[src/rtl/dft_pkg.sv]
package dft_pkg;

  localparam int CFG_W      = 8;
  localparam int ACT_FW     = 3;
  localparam int HOLD_FW    = 3;
  localparam int ACT_LSB    = 0;
  localparam int HOLD_LSB   = 4;
  localparam int BURST_STEP = 4;
  localparam int HOLD_BASE  = 8;
  localparam int HOLD_STEP  = 32;
  localparam logic [CFG_W-1:0] CFG_RST  = 8'h07;
  localparam logic [CFG_W-1:0] CFG_MASK = 8'h77;

  localparam int BURST_MAX = BURST_STEP * (2 ** ACT_FW);
  localparam int BURST_CW  = $clog2(BURST_MAX + 1);
  localparam int HOLD_MAX  = HOLD_BASE + HOLD_STEP * ((2 ** HOLD_FW) - 1);
  localparam int HOLD_CW   = $clog2(HOLD_MAX + 1);

  function automatic logic [BURST_CW-1:0] burst_len(input logic [ACT_FW-1:0] f);
    int v;
    if (f == '0) v = 1;
    else         v = BURST_STEP * (int'(f) + 1);
    return BURST_CW'(v);
  endfunction

  function automatic logic [HOLD_CW-1:0] hold_len(input logic [HOLD_FW-1:0] f);
    int v;
    v = HOLD_BASE + HOLD_STEP * int'(f);
    return HOLD_CW'(v);
  endfunction

endpackage

[src/rtl/dft_rst_sync.sv]
module dft_rst_sync #(
  parameter int STAGES = 2
) (
  input  logic clk,
  input  logic rst_n,
  output logic rst_sync_n
);

  logic [STAGES-1:0] sync_q;
  logic [STAGES-1:0] sync_d;

  always_comb begin
    sync_d = {sync_q[STAGES-2:0], 1'b1};
  end

  always_ff @(posedge clk or negedge rst_n) begin
    if (!rst_n) sync_q <= '0;
    else        sync_q <= sync_d;
  end

  assign rst_sync_n = sync_q[STAGES-1];

endmodule

[src/rtl/dft_cfg_reg.sv]
module dft_cfg_reg
  import dft_pkg::*;
(
  input  logic             clk,
  input  logic             rst_n,
  input  logic             we,
  input  logic [CFG_W-1:0] wdata,
  output logic [CFG_W-1:0] cfg_q,
  output logic [ACT_FW-1:0]  act_field,
  output logic [HOLD_FW-1:0] hold_field
);

  logic [CFG_W-1:0] cfg_d;

  always_comb begin
    cfg_d = wdata & CFG_MASK;
  end

  always_ff @(posedge clk or negedge rst_n) begin
    if (!rst_n)  cfg_q <= CFG_RST;
    else if (we) cfg_q <= cfg_d;
  end

  assign act_field  = cfg_q[ACT_LSB  +: ACT_FW];
  assign hold_field = cfg_q[HOLD_LSB +: HOLD_FW];

endmodule

[src/rtl/dft_burst_ctr.sv]
module dft_burst_ctr
  import dft_pkg::*;
(
  input  logic              clk,
  input  logic              rst_n,
  input  logic              en,
  input  logic              req_raw,
  input  logic              xfer_stb,
  input  logic [ACT_FW-1:0] act_field,
  output logic              burst_done
);

  logic                in_burst_q, in_burst_d;
  logic [BURST_CW-1:0] cnt_q, cnt_d;
  logic [BURST_CW-1:0] lim_q, lim_d;
  logic [BURST_CW-1:0] eff_lim;
  logic                active;
  logic                lim_en;

  always_comb begin
    active     = en & req_raw;
    lim_d      = burst_len(act_field);
    eff_lim    = in_burst_q ? lim_q : lim_d;
    lim_en     = active & ~in_burst_q;
    burst_done = active & xfer_stb & ((cnt_q + BURST_CW'(1)) == eff_lim);
    in_burst_d = active & ~burst_done;
    if (!active || burst_done) cnt_d = '0;
    else if (xfer_stb)         cnt_d = cnt_q + BURST_CW'(1);
    else                       cnt_d = cnt_q;
  end

  always_ff @(posedge clk or negedge rst_n) begin
    if (!rst_n) begin
      in_burst_q <= 1'b0;
      cnt_q      <= '0;
    end else begin
      in_burst_q <= in_burst_d;
      cnt_q      <= cnt_d;
    end
  end

  always_ff @(posedge clk or negedge rst_n) begin
    if (!rst_n)      lim_q <= '0;
    else if (lim_en) lim_q <= lim_d;
  end

endmodule

[src/rtl/dft_hold_timer.sv]
module dft_hold_timer
  import dft_pkg::*;
(
  input  logic               clk,
  input  logic               rst_n,
  input  logic               start,
  input  logic [HOLD_FW-1:0] hold_field,
  output logic               hold_act
);

  logic               hold_q, hold_d;
  logic [HOLD_CW-1:0] rem_q, rem_d;
  logic               rem_en;

  always_comb begin
    rem_en = start | hold_q;
    hold_d = hold_q;
    rem_d  = rem_q;
    if (start) begin
      hold_d = 1'b1;
      rem_d  = hold_len(hold_field);
    end else if (hold_q) begin
      if (rem_q == HOLD_CW'(1)) begin
        hold_d = 1'b0;
        rem_d  = '0;
      end else begin
        rem_d  = rem_q - HOLD_CW'(1);
      end
    end
  end

  always_ff @(posedge clk or negedge rst_n) begin
    if (!rst_n) hold_q <= 1'b0;
    else        hold_q <= hold_d;
  end

  always_ff @(posedge clk or negedge rst_n) begin
    if (!rst_n)      rem_q <= '0;
    else if (rem_en) rem_q <= rem_d;
  end

  assign hold_act = hold_q;

endmodule

[src/rtl/dma_fair_throttle.sv]
module dma_fair_throttle
  import dft_pkg::*;
(
  input  logic             clk,
  input  logic             rst_n,
  input  logic             req_raw,
  input  logic             xfer_stb,
  input  logic             cfg_we,
  input  logic [CFG_W-1:0] cfg_wdata,
  output logic [CFG_W-1:0] cfg_rdata,
  output logic             req_out
);

  logic               rst_sync_n;
  logic [ACT_FW-1:0]  act_field;
  logic [HOLD_FW-1:0] hold_field;
  logic               burst_done;
  logic               hold_act;

  dft_rst_sync #(.STAGES(2)) u_rst_sync (
    .clk        (clk),
    .rst_n      (rst_n),
    .rst_sync_n (rst_sync_n)
  );

  dft_cfg_reg u_cfg (
    .clk        (clk),
    .rst_n      (rst_sync_n),
    .we         (cfg_we),
    .wdata      (cfg_wdata),
    .cfg_q      (cfg_rdata),
    .act_field  (act_field),
    .hold_field (hold_field)
  );

  dft_burst_ctr u_burst (
    .clk        (clk),
    .rst_n      (rst_sync_n),
    .en         (~hold_act),
    .req_raw    (req_raw),
    .xfer_stb   (xfer_stb),
    .act_field  (act_field),
    .burst_done (burst_done)
  );

  dft_hold_timer u_hold (
    .clk        (clk),
    .rst_n      (rst_sync_n),
    .start      (burst_done),
    .hold_field (hold_field),
    .hold_act   (hold_act)
  );

  assign req_out = req_raw & ~hold_act & rst_sync_n;

endmodule

[config.mk]
export PLATFORM = sky130hd
export DESIGN_NAME = dma_fair_throttle
export DESIGN_NICKNAME = d
export VERILOG_FILES = /design/src/rtl/dft_pkg.sv /design/src/rtl/dft_rst_sync.sv /design/src/rtl/dft_cfg_reg.sv /design/src/rtl/dft_burst_ctr.sv /design/src/rtl/dft_hold_timer.sv /design/src/rtl/dma_fair_throttle.sv
export SDC_FILE = /design/constraint.sdc
export NUM_CORES = 1
export LEC_CHECK = 0
export BUFFER_PORTS_ARGS = -buffer_cell sky130_fd_sc_hd__buf_2
export CAP_MARGIN = 20
export CORE_ASPECT_RATIO = 1.1
export CORE_MARGIN = 2
export CORE_UTILIZATION = 51
export DETAILED_ROUTE_END_ITERATION = 16
export PLACE_DENSITY = 0.76
export SLEW_MARGIN = 20
export SYNTH_ARGS = -nofsm -noshare
export SYNTH_HDL_FRONTEND = slang
export SYNTH_SLANG_ARGS = --single-unit
[constraint.sdc]
create_clock -name clk -period 1.12 [get_ports clk]
set_input_delay 0 -clock clk [delete_from_list [all_inputs] [get_ports clk]]
set_output_delay 0 -clock clk [all_outputs]
set_load 0.02 [all_outputs]
Yosys cells after proc, flatten, opt, wreduce, memory -nomap -nowiden

Index checks and enable logic that the tools add are counted.

Register bits after elaboration: 30
Output and inout port bits: 9
Word-level logic and storage cells: 39

$add $sub $neg: 4
Equality and inequality tests: 2
Mux-type cells: 10
Bitwise logic cells: 10
Reduce and logical (&&, ||, !) cells: 6

Operator list:

| operator              | count |
|---|---|
| $mux W6               | 4 |
| $mux W8               | 3 |
| $add A4 B8 Y8 const A | 1 |
| $eq A8 B1 Y1 const B  | 1 |
| $sub A8 B1 Y8 const B | 1 |
| $add A6 B1 Y6 const B | 1 |
| $and A1 B1 Y1         | 6 |
| $eq A6 B6 Y1          | 1 |
| $add A3 B1 Y4 const B | 1 |
| $reduce_bool A2 Y1    | 2 |
| $logic_not A3 Y1      | 1 |
| $mux W1               | 3 |
| $not A1 Y1            | 3 |
| $reduce_and A2 Y1     | 1 |
| $logic_not A1 Y1      | 1 |
| $logic_or A1 B1 Y1    | 1 |
| $or A1 B1 Y1          | 1 |

Logic depth before layout (Yosys ltp)

Gate-level depths: netlist (run 1).

Depth in word-level cells: 7
Gate-level depth with buffers: 9
Gate-level depth less buffers: 8

Modules after synthesis

A second synthesis (run 1) with hierarchy kept.

Cells, all modules: 170
Area total of the unflattened synthesis: 1716.6 um^2

By module, submodules not included:

| module            | times used | cells each | area each (um^2) | sequential area each (um^2) |
|---|---|---|---|---|
| dft_burst_ctr     | 1          | 90         | 814.5            | 300.3 |
| dft_hold_timer    | 1          | 53         | 516.7            | 225.2 |
| dft_cfg_reg       | 1          | 22         | 319.1            | 153.9 |
| dft_rst_sync      | 1          | 3          | 53.8             | 50.0 |
| dma_fair_throttle | 1          | 2          | 12.5             | 0.0 |

Worst setup path before layout (run 1)

Ideal clock, no wire load.

Path kind: register to register
From: reg u_cfg.cfg_q[0]
To: reg u_hold.rem_q[4]
Library setup time: 0.125 ns
Arrival time: 2.530 ns
Data required time: 0.995 ns
Path slack: -1.535 ns
Cell stages (with the launch flop): 10
Period minus slack after synthesis: 2.655 ns
Cells stage by stage: dfstp_2 -> inv_1 -> ha_1 -> nor2b_1 -> a22oi_4 -> xnor2_1 -> or3_4 -> a2111oi_4 -> buf_6 -> o22ai_2

Cells in the longest elaborated chain, start to end: 7
Elaborated cells on any way between the ends: 10
Classes of those cells: 1 x add/sub; 1 x eq/ne; 3 x mux; 2 x bitwise; 3 x reduce/logical

Ends and longest elaborated chain:

| element                                                                    | line                         | RTL |
|---|---|---|
| start: declaration                                                         | dft_cfg_reg.sv:8             | `output logic [CFG_W-1:0] cfg_q,` |
| start signal: assignment                                                   | dft_cfg_reg.sv:21            | `else if (we) cfg_q <= cfg_d;` |
| $add A3 B1 Y4 / $logic_not A3 Y1 (equally long branches)                   | dft_pkg.sv:22, dft_pkg.sv:21 |  |
| $mux W6 *                                                                  | dft_pkg.sv:21                | `if (f == '0) v = 1;` |
| $mux W6 *                                                                  | dft_burst_ctr.sv:23          | `eff_lim = in_burst_q ? lim_q : lim_d;` |
| $eq A6 B6 Y1 *                                                             | dft_burst_ctr.sv:25          | `burst_done = active & xfer_stb & ((cnt_q + BURST_CW'(1)) == eff_lim);` |
| $and A1 B1 Y1 *                                                            | dft_burst_ctr.sv:25          |  |
| $reduce_bool A2 Y1 (no source line) / $or A1 B1 Y1 (equally long branches) | --                           |  |
| $reduce_and A2 Y1 (no source line)                                         | --                           |  |
| end signal: assignment                                                     | dft_hold_timer.sv:39         | `else if (rem_en) rem_q <= rem_d;` |
| end: declaration                                                           | dft_hold_timer.sv:12         | `logic [HOLD_CW-1:0] rem_q, rem_d;` |

Every way passes the cells marked *; elsewhere a longest branch is shown, timed or not.
A chain may end at the register's enable or synchronous reset.

Final worst setup path (run 1)

From: reg u_cfg.cfg_q[0]
To: reg u_hold.rem_q[5]

The elaborated chain is that of the path after synthesis.

==> metrics.txt, run 1 <==
outcome finished with violations; failing checks negative setup slack; min-delay worst type primary input to flip-flop; power per cell area 1838 nW/µm²; Layout Nets 265; Yosys reg bits 29; f_max 402.7 MHz; Slew Limit Fails 0; top_reg_cell synth dfrtp_1; Seq/Total Area, Yosys 43.74%; FF+latch area 732.0 µm²; gr usage total 28.98%; crit end category flip-flop; vias in the first global route 1722; H-Tree Level Count 2; metal3 WL 254 µm; CTS Buf Count 5; Synth cell types 39; cell area after synthesis 1668 µm²; Critical Path RT 1370 ps; Longest Clk Path Bufs 2; syn_area_per_cell 9.928 µm²; via count 1646; GP Congestion 0.9397; Leak 1.129 nW; Synth top area share 39.01%; FP Rows 21; count leader, synth dfrtp_1; Post-Route WL 5.138 mm; Hold Vio Cnt, Final 0; layout cells sized above 1 46.37%; buffers added on ports 17; Pint 2.847 mW; IO Count 22; Max VDD drop 1.753 mV; DRT Pass-1 Iters 4; Worst setup SP type flip-flop; CTS tree done; Initial DRC Count 82; Clock Power Share 15.2%; Overflow after GRT 0; skew final 10.47 ps; Gate power share 51.0%; largest net degree at the start of global routing 28; Max Fanout on Critical Path 7; Final period util 221.7%; Die Width 58.53 µm; DR vias/cell 5.837; critical path type flip-flop to flip-flop; CTS root buffer clkbuf_4; drt drc 0; EDFF count, synth 0; CP arrival 2740 ps; ant diodes 0; Clock transition at path regs 90 ps; core area 3074 µm²; Async S/R FF share, synth 100.0%; RSZ-0062 raised after global routing true; Initial Util 54.25%; setup violators final 25; clock sinks 29; met1 wire length 1.846 mm; Place WS -1283 ps; Final TNS setup -22020 ps; fillers 166; Setup WS post-layout -1363 ps; highest metal used met4; Antenna Nets Post-Route 0; clk_lat worst skew 340 ps; antenna violations before repair 0; detailed placement HPWL 2.745 mm; Synth Warn # 0; Mapped Cells 168; max-capacitance violation count 0; met2 WL 2.784 mm; Die ar. 3744 µm²; switch share 38.21%; first-pass GRT wire length 8.038 mm; Die Span Y 63.98 µm; top cell type by total area after synthesis dfrtp_1; synthesis-to-finish area growth 50.34%; Reg power frac 33.8%; Tmin final 2483 ps; sw power 1.761 mW; leading post-synthesis cells by cell area dfrtp_1, mux2i_1, dfstp_2; footprint of the multi-input gates 989.7 µm²; WHS Path Cells 2; Routed WL per cell 18.22 µm; Synth top cells by count dfrtp_1, nand2_1, nor3_1; FF-to-FF path depth 9
layout make-up:
class,instances,share of cell area (%)
Clock buffer,8,2.345
Inverter,8,1.198
Multi-Input combinational cell,125,39.47
Sequential cell,29,29.19
Tap cell,34,1.697
Timing Repair Buffer,78,26.10
kinds of logic (layout without fill, tap and decap cells):
kind of cell	after synthesis	in the layout	synth area share, %
other	2	3	0.4503
AND/OR/NAND/NOR	64	65	19.66
XOR/XNOR	13	13	7.652
AO/OA/AOI/OAI	26	26	11.63
flip-flops	29	29	43.74
buffers and inverters	16	94	4.951
multiplexers	13	13	8.177
adder cells (fa/ha/maj)	5	5	3.751
per-stage QoR:
step / util, % / total power [mW] / hold slack [ps] / std cells / cell area, µm²
after floorplan: - / 2.627 / -295.6 / 169 / 1713
after global routing: 81.56 / 4.850 / 43.71 / 282 / 2507
after CTS: 77.17 / 4.192 / 5.477 / 270 / 2372
final: 81.56 / 4.608 / 32.53 / 282 / 2507
after global placement: 66.30 / 3.192 / -214.1 / 245 / 2038
after detailed placement: 66.30 / 3.309 / -212.3 / 245 / 2038
routing by layer:
layer | GRT usage, % | vias up
met1 | 31.53 | 813
met2 | 51.40 | 65
met3 | 7.490 | 30
met4 | 13.08 | 0
li1 | - | 738
met5 | 0 | -
placed cells by master (no fill, tap or decap), types with 2 or more instances in the layout:
| master | n |
|---|---|
| conb_1 | 3 |
| nand3_1 | 6 |
| or2_4 | 3 |
| nor4_1 | 2 |
| buf_6 | 7 |
| nor2b_1 | 2 |
| buf_12 | 3 |
| a21oi_1 | 10 |
| o21ai_0 | 3 |
| nor2_2 | 2 |
| nand2_1 | 18 |
| dlygate4sd3_1 | 12 |
| nor3_1 | 4 |
| clkbuf_1 | 2 |
| nor3_2 | 7 |
| inv_2 | 3 |
| dfstp_2 | 3 |
| inv_1 | 5 |
| o21ai_1 | 6 |
| buf_2 | 13 |
| ha_1 | 3 |
| mux2i_1 | 7 |
| xnor2_1 | 7 |
| dfrtp_2 | 2 |
| nor2_1 | 8 |
| mux2_2 | 5 |
| dfrtp_1 | 24 |
| buf_4 | 42 |
| xor2_1 | 4 |
| clkbuf_4 | 5 |
flip-flops by register name, indices dropped and copies added (netlist names):
name	cells
u_burst.lim_q	5
u_cfg.cfg_q	6
u_burst.in_burst_q	1
u_hold.rem_q	8
u_hold.hold_act	1
u_rst_sync.sync_q	2
u_burst.cnt_q	6
worst max-delay path: stages (launching register included):
cell       delay [ps]
dfstp_2           550
inv_2              50
ha_4              170
nand2b_4          120
o21ai_4            70
xnor2_2           140
or4b_4            500
a2111oi_4         380
buf_12            190
mux2i_2           220
path summary, 6_finish.rpt:
check | start | to | slack, ps
worst max-delay path | u_cfg.cfg_q[0] | u_hold.rem_q[5] | -1360
worst min-delay path | cfg_we | u_cfg.cfg_q[2] | 30
worst max register to register | u_cfg.cfg_q[0] | u_hold.rem_q[5] | -1360
worst min register to register | u_rst_sync.sync_q[1] | u_burst.lim_q[2] | 330
max in group asynchronous | u_rst_sync.sync_q[1] | u_cfg.cfg_q[2] | 480
min in group asynchronous | u_rst_sync.sync_q[1] | u_burst.lim_q[2] | 330
power groups by stage:
stage / logic, mW / registers (mW) / clock network, mW
floorplan: 1.04 / 1.59 / 0
global placement: 1.67 / 1.53 / 0
detailed placement: 1.76 / 1.54 / 0
CTS: 1.98 / 1.53 / 0.689
global route: 2.52 / 1.58 / 0.753
finish: 2.35 / 1.56 / 0.699
what timing repair did:
item                       CTS  global route
hold endpoints to repair     8             0
pin swaps                    7             2
gates resized for setup     23            15
buffers inserted             6            11
gates cloned                 0             1
setup endpoints to repair   25            27
hold buffers                12             0
(Power assumes the default switching activity.)
==> run 2: changes to the inputs <==
--- a/config.mk
+++ b/config.mk
@@ -7,7 +7,7 @@
 export LEC_CHECK = 0
 export BUFFER_PORTS_ARGS = -buffer_cell sky130_fd_sc_hd__buf_2
 export CAP_MARGIN = 20
-export CORE_ASPECT_RATIO = 1.1
+export CORE_ASPECT_RATIO = 1.75
 export CORE_MARGIN = 2
 export CORE_UTILIZATION = 51
 export DETAILED_ROUTE_END_ITERATION = 16
==> constraint.sdc (replaced) <==
create_clock -name clk -period 1.12 [get_ports clk]
set_input_delay 0.224 -clock clk [delete_from_list [all_inputs] [get_ports clk]]
set_output_delay 0.224 -clock clk [all_outputs]
set_load 0.02 [all_outputs]
==> metrics.txt, run 2 (synthesis results as in run 1) <==
Setup WS post-layout -1328 ps (+35.59 ps); Post-Route WL 4.503 mm (-12%); Final TNS setup -21960 ps (+57.40 ps); Initial DRC Count 61 (-26%); largest net degree at the start of global routing 28 (unchanged); power per cell area 1927 nW/µm² (+4.8%); Slew Limit Fails 0 (unchanged); max FFs per register 8 (unchanged); final instance area 2340 µm² (-6.7%); Reg2Reg Setup Slack -1330 ps (+40 ps); Hold Vio Cnt, Final 0 (unchanged); Die ar. 3762 µm² (+0.47%); skew final 8.228 ps (-2.241 ps); Die Span Y 79.65 µm (+24%); Clock transition at path regs 60 ps (-30 ps); buffers added on ports 17 (unchanged); Layout Nets 248 (-6.4%); Worst setup SP type flip-flop; FF-to-FF path depth 9 (unchanged); CTS tree done; gr usage total 27.00% (-2.0 points); setup violators final 25 (unchanged); CTS Buf Count 5 (unchanged); CP arrival 2640 ps (-100 ps); WHS Path Cells 3 (+1); failing checks negative setup slack; Critical Path RT 1320 ps (-50 ps); outcome finished with violations; fillers 218 (+31%); Routed WL per cell 16.43 µm (-9.8%); Hold EP u_cfg.cfg_q[0]; via count 1504 (-8.6%); Overflow after GRT 0 (unchanged); most frequent cells in the layout buf_4, dfrtp_1, nand2_1; GP Congestion 0.8462 (-9.9%); clock sinks 29 (unchanged); f_max 408.5 MHz (+1.5%); RSZ-0062 raised after global routing true; clk_lat worst skew 290 ps (-50 ps); crit end category flip-flop; Longest Clk Path Bufs 2 (unchanged); Max Fanout on Critical Path 10 (+3); crit path from u_cfg.cfg_q[1]; Worst Hold Launch cfg_wdata[0]; H-Tree Level Count 2 (unchanged); critical path type flip-flop to flip-flop; antenna violations before repair 0 (unchanged); vias in the first global route 1586 (-7.9%); DRT Pass-1 Iters 4 (unchanged); first-pass GRT wire length 7.169 mm (-11%); Final Power 4.508 mW (-2.2%); core area 3142 µm² (+2.2%); IO Count 22 (unchanged); Antenna Nets Post-Route 0 (unchanged); most flop-heavy register u_hold.rem_q; Initial Util 53.09% (-1.2 points); Max VDD drop 1.552 mV (-12%); Tmin final 2448 ps (-35.59 ps); Largest regs u_hold.rem_q x8, u_burst.cnt_q x6, u_cfg.cfg_q x6; CTS root buffer clkbuf_8; synthesis-to-finish area growth 40.28%; ant diodes 0 (unchanged); drt drc 0 (unchanged); reg2reg end u_hold.rem_q[6]; max-capacitance violation count 0 (unchanged); layout cells sized above 1 42.42% (-3.9 points); min-delay worst type primary input to flip-flop; FP Rows 27 (+29%); Leak 1.070 nW (-5.2%); commonest non-fill, non-tap cell in the layout buf_4; Place WS -1241 ps (+41.93 ps); Reg-to-Reg Start u_cfg.cfg_q[1]; detailed placement HPWL 2.851 mm (+3.8%); Placement Cell Area 2061 µm² (+1.1%); DR vias/cell 5.489 (-6.0%); Final period util 218.6% (-3.2 points); Die Width 47.23 µm (-19%)
## run 2: cell count changes in the layout (fill, tap and decap cells not counted), sizes merged
cell,delta
clkinv,+1
dlygate4sd3,-11
clkbuf,-1
buf,-5
or2,-1
## run 2: area by class of cell
cell class                      instances  area (µm²)  share of cell area (%)
Clock buffer                            7       96.34                   4.118
Clock inverter                          1       5.005                  0.2139
Inverter                                8       30.03                   1.283
Multi-Input combinational cell        124       927.1                   39.63
Sequential cell                        29       733.2                   31.34
Tap cell                               43       53.80                   2.299
Timing Repair Buffer                   62       494.2                   21.12
## run 2: layer usage
layer / global-route usage [%] / up-vias / part of all wire (%)
met3: 5.656 / 13 / 2.6
met2: 47.03 / 34 / 57
met4: 12.50 / 0 / 2.8
met1: 28.96 / 759 / 38
li1: - / 698 / -
met5: 0 / - / 0
## run 2: how the worst max path moves through the flow
stage                                 end  slack (ps)  cells past startpoint
after floorplan           u_hold.rem_q[4]       -1330                      9
after global routing      u_hold.rem_q[6]       -1420                      9
after global placement    u_hold.rem_q[7]       -1170                      9
final                     u_hold.rem_q[6]       -1330                      9
after CTS                 u_hold.rem_q[6]       -1280                      9
after detailed placement  u_hold.rem_q[6]       -1240                      9
## run 2: repair_timing
item / CTS / global route
buffers inserted: 5 / 7
hold buffers: 1 / 0
endpoints found under the setup margin: 25 / 26
endpoints found under the hold margin: 2 / 0
pin swaps: 2 / 5
gates resized for setup: 14 / 8
## run 2: through the flow
| stage | util [%] | std cells | hold slack [ps] |
|---|---|---|---|
| 3_5_place_dp | 65.59 | 255 | 10.78 |
| 4_1_cts | 72.20 | 269 | 177.3 |
| 6_report | 74.47 | 274 | 151.8 |
| 3_3_place_gp | 65.59 | 255 | 10.30 |
| 2_1_floorplan | - | 169 | -71.59 |
| 5_1_grt | 74.47 | 274 | 163.4 |
## run 2: power breakdown
| part | switching (mW) | internal, mW | leakage (nW) |
|---|---|---|---|
| Clock | 0.405 | 0.554 | 0.0542 |
| Combinational | 0.963 | 1.02 | 0.668 |
| Sequential | 0.248 | 1.32 | 0.348 |
## run 2: worst max-delay path, cell delays in order, from the launching register on
cell       delay (ps)
dfstp_2           550
inv_2              50
ha_4              260
nor2b_4           150
a22oi_4            70
xnor2_1           180
or3_4             350
a2111oi_4         350
buf_12            180
mux2i_1           220
